## src/rtl/dma_term_pkg.sv

```systemverilog
package dma_term_pkg;
  typedef enum logic [1:0] {
    ST_IDLE  = 2'd0,
    ST_READ  = 2'd1,
    ST_WRITE = 2'd2
  } xfer_state_t;
endpackage

```

## src/rtl/dma_term_req.sv

```systemverilog
// Request sensing: level pass-through or latched rising edge.
module dma_term_req (
  input  logic clk,
  input  logic rst_n,
  input  logic dreq,
  input  logic level_mode,
  input  logic armed,
  input  logic take,
  output logic req_hit
);
  logic dreq_q, dreq_q_n;
  logic edge_pend, edge_pend_n;
  logic rise;

  always_comb begin
    rise        = dreq & ~dreq_q;
    dreq_q_n    = dreq;
    edge_pend_n = armed & (rise | (edge_pend & ~take));
    req_hit     = level_mode ? dreq : edge_pend;
  end

  always_ff @(posedge clk or negedge rst_n) begin
    if (!rst_n) begin
      dreq_q    <= 1'b0;
      edge_pend <= 1'b0;
    end else begin
      dreq_q    <= dreq_q_n;
      edge_pend <= edge_pend_n;
    end
  end
endmodule

```

## src/rtl/dma_term_path.sv

```systemverilog
// Count, address and data registers of the channel.
module dma_term_path #(
  parameter int AW        = 16,
  parameter int DW        = 16,
  parameter int CW        = 8,
  parameter int ADDR_STEP = 2
) (
  input  logic          clk,
  input  logic          rst_n,
  input  logic          load_en,
  input  logic [CW-1:0] load_cnt,
  input  logic [AW-1:0] load_src,
  input  logic [AW-1:0] load_dst,
  input  logic          rd_done,
  input  logic [DW-1:0] rd_data,
  input  logic          wr_done,
  output logic [CW-1:0] remain,
  output logic [AW-1:0] src_addr,
  output logic [AW-1:0] dst_addr,
  output logic [DW-1:0] hold_data,
  output logic          cnt_zero,
  output logic          cnt_last
);
  localparam logic [AW-1:0] STEP = AW'(ADDR_STEP);
  localparam logic [CW-1:0] ONE  = CW'(1);

  logic [CW-1:0] remain_n;
  logic [AW-1:0] src_n, dst_n;
  logic [DW-1:0] data_n;
  logic          cnt_en, addr_en, data_en;

  always_comb begin
    cnt_en   = load_en | wr_done;
    addr_en  = load_en | wr_done;
    data_en  = rd_done;
    remain_n = load_en ? load_cnt : (remain - ONE);
    src_n    = load_en ? load_src : (src_addr + STEP);
    dst_n    = load_en ? load_dst : (dst_addr + STEP);
    data_n   = rd_data;
    cnt_zero = (remain == '0);
    cnt_last = (remain == ONE);
  end

  always_ff @(posedge clk or negedge rst_n) begin
    if (!rst_n) begin
      remain    <= '0;
      src_addr  <= '0;
      dst_addr  <= '0;
      hold_data <= '0;
    end else begin
      if (cnt_en)  remain    <= remain_n;
      if (addr_en) begin
        src_addr <= src_n;
        dst_addr <= dst_n;
      end
      if (data_en) hold_data <= data_n;
    end
  end
endmodule

```

## src/rtl/dma_term_seq.sv

```systemverilog
// Beat sequencer, end flag and stop rules.
module dma_term_seq
  import dma_term_pkg::*;
(
  input  logic        clk,
  input  logic        rst_n,
  input  logic        enable,
  input  logic        burst,
  input  logic        level,
  input  logic        dreq,
  input  logic        req_hit,
  input  logic        cnt_zero,
  input  logic        cnt_last,
  input  logic        bus_ready,
  input  logic        flag_clear,
  output xfer_state_t state,
  output logic        armed,
  output logic        take,
  output logic        rd_done,
  output logic        wr_done,
  output logic        flag
);
  xfer_state_t state_n;
  logic        run_q, run_n;
  logic        flag_n, flag_set;
  logic        go_on;

  always_comb begin
    state_n  = state;
    run_n    = run_q;
    take     = 1'b0;
    rd_done  = 1'b0;
    wr_done  = 1'b0;
    flag_set = 1'b0;
    armed    = enable & ~flag;
    go_on    = burst & enable & ~cnt_last & (level ? dreq : run_q);
    unique case (state)
      ST_IDLE: begin
        if (armed && !cnt_zero && req_hit) begin
          state_n = ST_READ;
          take    = 1'b1;
          run_n   = burst & ~level;
        end
      end
      ST_READ: begin
        if (bus_ready) begin
          rd_done = 1'b1;
          state_n = ST_WRITE;
        end
      end
      ST_WRITE: begin
        if (bus_ready) begin
          wr_done  = 1'b1;
          flag_set = cnt_last;
          if (go_on) begin
            state_n = ST_READ;
            take    = 1'b1;
          end else begin
            state_n = ST_IDLE;
            run_n   = 1'b0;
          end
        end
      end
      default: begin
        state_n = ST_IDLE;
        run_n   = 1'b0;
      end
    endcase
    flag_n = flag_set | (flag & ~flag_clear);
  end

  always_ff @(posedge clk or negedge rst_n) begin
    if (!rst_n) begin
      state <= ST_IDLE;
      run_q <= 1'b0;
      flag  <= 1'b0;
    end else begin
      state <= state_n;
      run_q <= run_n;
      flag  <= flag_n;
    end
  end
endmodule

```

## src/rtl/dma_term_ctrl.sv

```systemverilog
module dma_term_ctrl
  import dma_term_pkg::*;
#(
  parameter int AW        = 16,
  parameter int DW        = 16,
  parameter int CW        = 8,
  parameter int ADDR_STEP = 2
) (
  input  logic          clk,
  input  logic          rst_n,
  input  logic          cfg_enable,
  input  logic          cfg_irq_en,
  input  logic          cfg_burst,
  input  logic          cfg_level,
  input  logic          cnt_load,
  input  logic [CW-1:0] cnt_value,
  input  logic [AW-1:0] src_value,
  input  logic [AW-1:0] dst_value,
  input  logic          flag_clear,
  input  logic          dreq,
  output logic          bus_valid,
  output logic          bus_write,
  output logic [AW-1:0] bus_addr,
  output logic [DW-1:0] bus_wdata,
  input  logic [DW-1:0] bus_rdata,
  input  logic          bus_ready,
  output logic [CW-1:0] remain,
  output logic          xfer_end,
  output logic          irq
);
  xfer_state_t   state;
  logic          armed, take, rd_done, wr_done, flag;
  logic          req_hit, cnt_zero, cnt_last, load_en;
  logic [AW-1:0] src_addr, dst_addr;
  logic [DW-1:0] hold_data;

  always_comb begin
    load_en   = cnt_load & (state == ST_IDLE);
    bus_valid = (state != ST_IDLE);
    bus_write = (state == ST_WRITE);
    bus_addr  = (state == ST_WRITE) ? dst_addr : src_addr;
    bus_wdata = hold_data;
    xfer_end  = flag;
    irq       = flag & cfg_irq_en;
  end

  dma_term_req u_req (
    .clk        (clk),
    .rst_n      (rst_n),
    .dreq       (dreq),
    .level_mode (cfg_level),
    .armed      (armed),
    .take       (take),
    .req_hit    (req_hit)
  );

  dma_term_seq u_seq (
    .clk        (clk),
    .rst_n      (rst_n),
    .enable     (cfg_enable),
    .burst      (cfg_burst),
    .level      (cfg_level),
    .dreq       (dreq),
    .req_hit    (req_hit),
    .cnt_zero   (cnt_zero),
    .cnt_last   (cnt_last),
    .bus_ready  (bus_ready),
    .flag_clear (flag_clear),
    .state      (state),
    .armed      (armed),
    .take       (take),
    .rd_done    (rd_done),
    .wr_done    (wr_done),
    .flag       (flag)
  );

  dma_term_path #(
    .AW        (AW),
    .DW        (DW),
    .CW        (CW),
    .ADDR_STEP (ADDR_STEP)
  ) u_path (
    .clk       (clk),
    .rst_n     (rst_n),
    .load_en   (load_en),
    .load_cnt  (cnt_value),
    .load_src  (src_value),
    .load_dst  (dst_value),
    .rd_done   (rd_done),
    .rd_data   (bus_rdata),
    .wr_done   (wr_done),
    .remain    (remain),
    .src_addr  (src_addr),
    .dst_addr  (dst_addr),
    .hold_data (hold_data),
    .cnt_zero  (cnt_zero),
    .cnt_last  (cnt_last)
  );
endmodule

```

## config.mk

```make
export PLATFORM = sky130hd
export DESIGN_NAME = dma_term_ctrl
export DESIGN_NICKNAME = d
export VERILOG_FILES = /design/src/rtl/dma_term_pkg.sv /design/src/rtl/dma_term_req.sv /design/src/rtl/dma_term_path.sv /design/src/rtl/dma_term_seq.sv /design/src/rtl/dma_term_ctrl.sv
export SDC_FILE = /design/constraint.sdc
export NUM_CORES = 1
export LEC_CHECK = 0
export CAP_MARGIN = 20
export CORE_MARGIN = 1
export CORE_UTILIZATION = 45
export DETAILED_ROUTE_END_ITERATION = 10
export PLACE_DENSITY = 0.79
export SLEW_MARGIN = 20
export SYNTH_ARGS = -nofsm -noshare
export SYNTH_HDL_FRONTEND = slang
export SYNTH_SLANG_ARGS = --single-unit
```

## constraint.sdc

```tcl
create_clock -name clk -period 5.4 [get_ports clk]
set_clock_uncertainty 0.15 [all_clocks]
set_input_delay 0.81 -clock clk [delete_from_list [all_inputs] [get_ports clk]]
set_output_delay 0.81 -clock clk [all_outputs]
set_load 0.02 [all_outputs]
```

======== Word level (Yosys, flattened, before mapping) ========
Index checks and enable logic that the tools add are counted.
Widths: inputs -> output; s select.
word-level totals
  register bits after elaboration ......... 62
  input port bits ......................... 66
  output and inout bits ................... 44
cells by class
  add/sub/neg operators ................... 3
  muxes and demuxes ....................... 24
  bitwise operators ....................... 21
  equality and inequality tests ........... 7
  reduce and logical (&&, ||, !) cells .... 8
operators with widths
  kind                   number
  $mux 16                3
  $add 16x2->16 const B  2
  $mux 1                 14
  $and 1x1->1            11
  $eq 8x1->1 const B     1
  $logic_not 8->1        1
  $mux 8                 1
  $sub 8x1->8 const B    1
  $not 1->1              7
  $mux 2                 3
  $pmux 2 s3             1
  $ne 2x1->1 const B     2
  $ne 2x2->1 const B     2
  $reduce_and 4->1       1
  $or 1x1->1             3
  $pmux 1 s3             1
  $reduce_and 3->1       1
  $eq 2x1->1 const B     1
  $eq 2x2->1 const B     1
  $logic_and 1x1->1      2
  $logic_not 2->1        1
  $pmux 1 s2             1
  $reduce_bool 2->1      1
  $logic_not 1->1        1

======== Depth between registers and ports, before layout ========
Gate-level depths: netlist of run 1.
  word-level depth ........................ 11
  mapped depth ............................ 7

======== Hierarchy ========
From an unflattened synthesis of run 1, not the netlist that was laid out.
unflattened totals
  cell total of the unflattened synthesis .. 323
  area, all modules ....................... 3417.0 µm²
modules (own cells, without submodules)
  module         area an instance (µm²)  times used  cells each
  dma_term_path  2781.4                  1           264
  dma_term_ctrl  279.0                   1           23
  dma_term_seq   271.5                   1           30
  dma_term_req   85.1                    1           6

======== Worst setup path before layout of run 1 ========
Ideal clock, no wire load.
  path type ............................... reg-to-output
  from .................................... register u_seq.state[0]
  to ...................................... output port bus_addr[11]
  slack ................................... 2858 ps
  cell stages (with the launch flop) ...... 8
  required time ........................... 4440 ps
  arrival ................................. 1582 ps
  path through ............................ dfrtp_1 buf_6 nand2b_1 clkbuf_1 clkinv_1 clkbuf_1 nand2_1 nand2_1
on the way
  longest elaborated chain between the ends .. 2
RTL lines
  element                 line                 RTL
  start, declared         dma_term_seq.sv:16   output xfer_state_t state,
  start signal, assigned  dma_term_seq.sv:78   state <= state_n;
  $eq 2x2->1              -
  net bus_write           dma_term_ctrl.sv:22  output logic bus_write,
  $mux 16                 dma_term_ctrl.sv:41  bus_addr = (state == ST_WRITE) ? dst_addr : src_addr;
  end, declared           dma_term_ctrl.sv:23  output logic [AW-1:0] bus_addr,
The timed path passes the listed nets, and every way through them passes these cells.

======== Worst setup path in the final report of run 1 ========
  from .................................... register u_seq.state[0]
  to ...................................... output port bus_addr[12]
on the way
  longest elaborated chain between the ends .. 2
RTL lines
  element     line
  $eq 2x2->1  dma_term_ctrl.sv:41
  $mux 16     dma_term_ctrl.sv:41
No other way between the ends.

==> results.json, run 1 <==
{
  "start_util_pct": 47.8,
  "drc": 0,
  "cts_tree": "yes",
  "synth-seq-cells": 62,
  "clockRootBuffer": "clkbuf_8",
  "placed_cell_area_mm2": 0.00446,
  "internal_power_mw": 1.25,
  "power.density_mw_per_mm2": 445,
  "cts_max_path_buffers": 2,
  "critical_path_class": "register to output pin",
  "synthTopCellsByArea": "dfrtp_1 47%, nand2_1 10%, mux2_2 5.8%",
  "cts_buffers": 9,
  "synth.yosys.seq_area_share_pct": 46.7,
  "place_congestion": 0.847,
  "crit_fanout": 19,
  "first_global_vias": 2905,
  "relSlewSlack_pct": 44.4,
  "fin_crit_sh_pct": 73.4,
  "synth_ff_type": "dfrtp_1",
  "p_sw_share_pct": 39.3,
  "crit_chain": "nand2b_1 > clkinv_1 > o21ai_0 > clkdlybuf4s50_1",
  "startpoint_type": "register",
  "fmax_mhz": 252,
  "cpMaxStageDelayCell": "clkinv_1",
  "status": "complete, no violations",
  "fp-row-count": 30,
  "dieWidth_um": 87.9,
  "crit_required_ps": 4440,
  "period_needed_ps": 3960,
  "synth_nets": 434,
  "synth_edf_count": 0,
  "clock_latency_ps": 340,
  "critical-path-max-stage-delay_ps": 650,
  "synth.most_common_cell": "nand2_1",
  "grt_pass1_wl_um": 13900,
  "nets": 538,
  "final_antenna_net_count": 0,
  "cts_resized": 0,
  "p_sw_mw": 0.811,
  "grt-ovfl-total": 0,
  "portBuffers": 109,
  "ios": 110,
  "worstMarginPinSlew_ps": 832,
  "syn_inst": 363,
  "worstPathArrival_ps": 3000,
  "avgSynthCellArea_um2": 9.15,
  "place_hpwl_um": 6100,
  "synth_commonest_cells": "91 x nand2_1, 62 x dfrtp_1, 32 x o21ai_0",
  "setup_viol": 0,
  "routed_wl_um": 8620,
  "hold_violations": 0,
  "combPwrFrac_pct": 43.8,
  "peakVddDrop_mv": 0.344,
  "hold_buffers": 0,
  "fin_setup_tns_ps": 0,
  "drt-wirelength-per-cell_um": 15.2,
  "post_drt_via_cell_ratio": 5.41,
  "yosysTopAreaCellShare_pct": 46.7,
  "vias": 3060,
  "yosysWarnings": 0,
  "grt_max_degree": 63,
  "track_usage_pct": 23.6,
  "crit_buf_inv": 2,
  "leakagePower_nw": 1.90,
  "setup.worst_path.end_class": "output pin",
  "synth_cell_types": 46,
  "core_mm2": 0.00694,
  "hold_path_class": "register to register",
  "maxCapViolCount": 0,
  "antenna_found_initial": 0,
  "clock_power_share_pct": 16.9,
  "drt_iter0_drc": 198,
  "cts_sinks": 62,
  "syn-cell-area_mm2": 0.00332,
  "rsz0062_at_grt": "no",
  "yosysTopAreaCell": "dfrtp_1",
  "htreeDepth": 3,
  "layout-drive-gt1-share_pct": 8.30,
  "antenna_cells": 0,
  "dr.pass1.iters": 4,
  "syn2layout_area_growth_pct": 39.6,
  "drv_slew": 0,
  "clk_pin_slew_ps": 70,
  "die_h_um": 87.9,
  "path_delay_family": "buffers and inverters",
  "dieArea_mm2": 0.00773,
  "fin_area_mm2": 0.00464,
  "cts_setup_buffers": 0,
  "async_reset_ff_share_pct": 100,
  "p_seq_share_pct": 39.3
}
[power by group through the flow]
stage | Clock, mW | Combinational (mW) | Sequential, mW
after floorplan | 0 | 0.414 | 0.870
after global placement | 0 | 0.889 | 0.805
after detailed placement | 0 | 0.900 | 0.815
after CTS | 0.356 | 0.906 | 0.808
after global routing | 0.377 | 0.981 | 0.838
final | 0.348 | 0.905 | 0.812
[registers in the layout, indices dropped and copies added, names as in the netlist]
| signal | cells |
|---|---|
| u_req.edge_pend | 1 |
| u_path.hold_data | 16 |
| u_seq.state | 2 |
| u_seq.run_q | 1 |
| u_path.remain | 8 |
| u_path.dst_addr | 16 |
| u_path.src_addr | 16 |
| u_seq.flag | 1 |
| u_req.dreq_q | 1 |
[per-layer routing]
| layer | vias up | GRT usage, % | share of wire [%] |
|---|---|---|---|
| met5 | - | 0 | 0 |
| met4 | 0 | 5.66 | 1.1 |
| met3 | 11 | 8.67 | 9.9 |
| met2 | 149 | 37.4 | 46 |
| met1 | 1441 | 30.9 | 43 |
| li1 | 1459 | - | - |
[layout by cell type (no fill, tap or decap), types with 3 or more instances in the layout]
cell type        count
a21oi_1              3
a31oi_1              7
clkbuf_8            10
clkdlybuf4s50_1    108
dfrtp_1             62
ha_1                 5
inv_1               11
mux2_2              17
mux2i_1              3
nand2_1             91
nand3_1              9
nand4_1             11
nand4b_1             4
nor2_1              13
nor3_1               7
nor4_1              10
o21ai_0             32
xnor2_1             19
xor2_1               9
[metrics by stage]
| step | setup slack [ps] | utilization (%) | power [mW] | hold WS, ps | instances |
|---|---|---|---|---|---|
| after global placement | 1920 | 64.2 | 1.69 | 281 | 551 |
| after detailed placement | 1790 | 64.2 | 1.71 | 290 | 551 |
| after floorplan | 2860 | - | 1.28 | 271 | 363 |
| after global routing | 1160 | 66.8 | 2.20 | 319 | 566 |
| after CTS | 1420 | 66.5 | 2.07 | 316 | 565 |
| final | 1440 | 66.8 | 2.07 | 305 | 566 |
[layout make-up]
type                       count  area [um2]
inverter                      12        45.0
fill                         570        2310
tap                           96         120
timing repair buffer         111        1110
clock inverter                 2        10.0
clock buffer                  12         145
multi-input combinational    271        1650
sequential                    62        1550
[path summary, 6_finish.rpt]
path | from | endpoint | slack [ps] | depth (start not counted)
worst max-delay path | u_seq.state[0]$_DFFE_PN0P_ | bus_addr[12] | 1440 | 4
worst min-delay path | u_req.dreq_q$_DFF_PN0_ | u_req.edge_pend$_DFF_PN0_ | 310 | 1
worst max register to register | u_seq.state[0]$_DFFE_PN0P_ | u_seq.run_q$_DFFE_PN0P_ | 2950 | 5
worst min register to register | u_req.dreq_q$_DFF_PN0_ | u_req.edge_pend$_DFF_PN0_ | 310 | 1
max in group asynchronous | rst_n | u_path.hold_data[7]$_DFFE_PN0P_ | 4070 | 2
min in group asynchronous | rst_n | u_path.dst_addr[6]$_DFFE_PN0P_ | 490 | 2
[logic make-up (layout without fill, tap and decap cells)]
logic type | count (synthesis) | count (layout) | share of synthesized area (%)
DFF | 62 | 62 | 46.7
AOI/OAI and AO/OA | 56 | 56 | 10.2
xor gates and xnor gates | 28 | 28 | 7.39
muxes | 20 | 20 | 6.67
adders and majority gates | 5 | 5 | 1.88
and+or+nand+nor | 162 | 162 | 23.4
buffers and inverters | 30 | 137 | 3.81
No activity file was read; power rests on OpenSTA's default activity.
==> inputs of run 2 (changes only) <==
==> constraint.sdc (replaced) <==
create_clock -name clk -period 3.8 [get_ports clk]
set_clock_uncertainty 0.15 [all_clocks]
set_input_delay 0.57 -clock clk [delete_from_list [all_inputs] [get_ports clk]]
set_output_delay 0.57 -clock clk [all_outputs]
set_load 0.02 [all_outputs]
==> run 2 against run 1 <==
  * First-iteration DRC count fell by 7.6%
  * Sequential power rose by 42%
  * Register-to-register slack got worse by 1300 ps
  * Sequential share of layout area fell by 0.23 points
  * Combinational power rose by 43%
  * Die area did not move
  * Worst setup slack got worse by 810 ps
  * Non-clock buffer count rose by 2
  * Highest routed layer unchanged
  * Design area rose by 0.70%
  * Clock power rose by 56%
  * Flip-flop and latch count did not move
  * Core utilization rose by 0.47 points
==> results.json, run 2 (same netlist as run 1, synthesis figures left out) <==
{
  "layout_commonest_cell": "clkdlybuf4s50_1",
  "place_hpwl_um": 6240,
  "period_needed_ps": 3170,
  "cp-endpoint": "bus_addr[12]",
  "final_antenna_net_count": 0,
  "first_global_vias": 2974,
  "drt_iter0_drc": 183,
  "crit_buf_inv": 2,
  "track_usage_pct": 24.0,
  "critical-path-max-stage-delay_ps": 640,
  "layout-drive-gt1-share_pct": 9.49,
  "relSlewSlack_pct": 41.5,
  "dieArea_mm2": 0.00773,
  "combPwrFrac_pct": 43.3,
  "internal_power_mw": 1.82,
  "grt_pass1_wl_um": 14100,
  "p_sw_mw": 1.16,
  "rsz0062_at_grt": "no",
  "cts_setup_buffers": 0,
  "crit_fanout": 19,
  "cts_buffers": 9,
  "dp.cells": 554,
  "drc": 0,
  "reg2reg_depth": 4,
  "start_util_pct": 47.8,
  "antenna_found_initial": 0,
  "clockRootBuffer": "clkbuf_8",
  "drt-wirelength-per-cell_um": 15.0,
  "vias": 3052,
  "htreeDepth": 3,
  "utilization_pct": 67.2,
  "setup_viol": 0,
  "grt-ovfl-total": 0,
  "worstMarginPinSlew_ps": 878,
  "reg_top3": "u_path.dst_addr x16, u_path.hold_data x16, u_path.src_addr x16",
  "fin_ws_ps": 627,
  "maxCapViolCount": 0,
  "drv_slew": 0,
  "hold_path_class": "primary input to async pin",
  "place_congestion": 0.826,
  "instances_no_fill": 570,
  "leakagePower_nw": 1.92,
  "status": "complete, no violations",
  "cpMaxStageDelayCell": "clkdlybuf4s50_1",
  "crit_required_ps": 3080,
  "clk_pin_slew_ps": 70,
  "core_mm2": 0.00694,
  "setup.worst_path.end_class": "output pin",
  "mostFrequentLayoutCells": "108 x clkdlybuf4s50_1, 91 x nand2_1, 62 x dfrtp_1",
  "grt_max_degree": 39,
  "ios": 110,
  "post_drt_via_cell_ratio": 5.35,
  "peakVddDrop_mv": 0.475,
  "fin_setup_tns_ps": 0,
  "regToRegSetupSlack_ps": 1610,
  "fmax_mhz": 315,
  "pre_cts_slack_ps": 994,
  "cts_max_path_buffers": 2,
  "dieWidth_um": 87.9,
  "startpoint_type": "register",
  "clock_latency_ps": 340,
  "antenna_cells": 0,
  "hold_violations": 0,
  "p_seq_share_pct": 38.5,
  "r2r-start": "u_seq.state[1]$_DFFE_PN0P_",
  "fp-row-count": 30,
  "dr.pass1.iters": 4,
  "die_h_um": 87.9,
  "path_delay_family": "buffers and inverters",
  "startpoint": "u_seq.state[1]$_DFFE_PN0P_",
  "cp.depth": 4,
  "crit_chain": "nand2b_1 > clkinv_1 > o21ai_0 > clkdlybuf4s50_1",
  "cts_tree": "yes",
  "clock_power_share_pct": 18.2,
  "power.density_mw_per_mm2": 638,
  "fin_crit_sh_pct": 83.5,
  "critical_path_class": "register to output pin",
  "cts_sinks": 62,
  "routed_wl_um": 8580,
  "cts_resized": 0,
  "nets": 540,
  "p_sw_share_pct": 38.9,
  "syn2layout_area_growth_pct": 40.6,
  "portBuffers": 109,
  "r2r_end": "u_path.src_addr[7]$_DFFE_PN0P_",
  "fin_area_mm2": 0.00467,
  "hold_buffers": 0,
  "worstPathArrival_ps": 2450,
  "placed_cell_area_mm2": 0.00448
}
==> run 2: power by group through the flow <==
stage	sequential, mW	clock (mW)	combinational, mW
after floorplan	1.24	0	0.588
after global placement	1.14	0	1.27
after detailed placement	1.15	0	1.29
after CTS	1.14	0.555	1.30
after global routing	1.18	0.585	1.41
final	1.15	0.543	1.29
==> run 2: cell type report <==
cell class | instances | area, um2
well taps | 96 | 120
clock inverters | 4 | 20.0
inverters | 12 | 45.0
flip-flops and latches | 62 | 1550
repair buffers | 113 | 1120
multi-input cells | 271 | 1650
clock buffers | 12 | 165
fillers | 550 | 2280
==> run 2: through the flow <==
stage / hold slack (ps) / total power, mW
5_1_grt: 271 / 3.17
4_1_cts: 217 / 3.00
3_5_place_dp: 293 / 2.45
2_1_floorplan: 124 / 1.82
6_report: 198 / 2.98
3_3_place_gp: 280 / 2.41
==> run 2: how the worst min path moves through the flow <==
| stage | start | endpoint | slack (ps) | cells after the start |
|---|---|---|---|---|
| finish | rst_n | u_path.dst_addr[6]$_DFFE_PN0P_ | 200 | 1 |
| CTS | rst_n | u_path.dst_addr[8]$_DFFE_PN0P_ | 220 | 1 |
| detailed placement | u_req.dreq_q$_DFF_PN0_ | u_req.edge_pend$_DFF_PN0_ | 290 | 1 |
| global route | rst_n | u_path.dst_addr[9]$_DFFE_PN0P_ | 270 | 1 |
| global placement | u_req.dreq_q$_DFF_PN0_ | u_req.edge_pend$_DFF_PN0_ | 280 | 1 |
| floorplan | rst_n | u_path.dst_addr[0]$_DFFE_PN0P_ | 120 | 0 |
==> run 2: routing by layer <==
layer / track usage, % / wire, um / vias to the layer above
li1: - / - / 1472
met1: 31.2 / 3800 / 1441
met2: 38.7 / 3950 / 127
met3: 7.54 / 741 / 12
met4: 7.00 / 88 / 0
met5: 0 / 0 / -
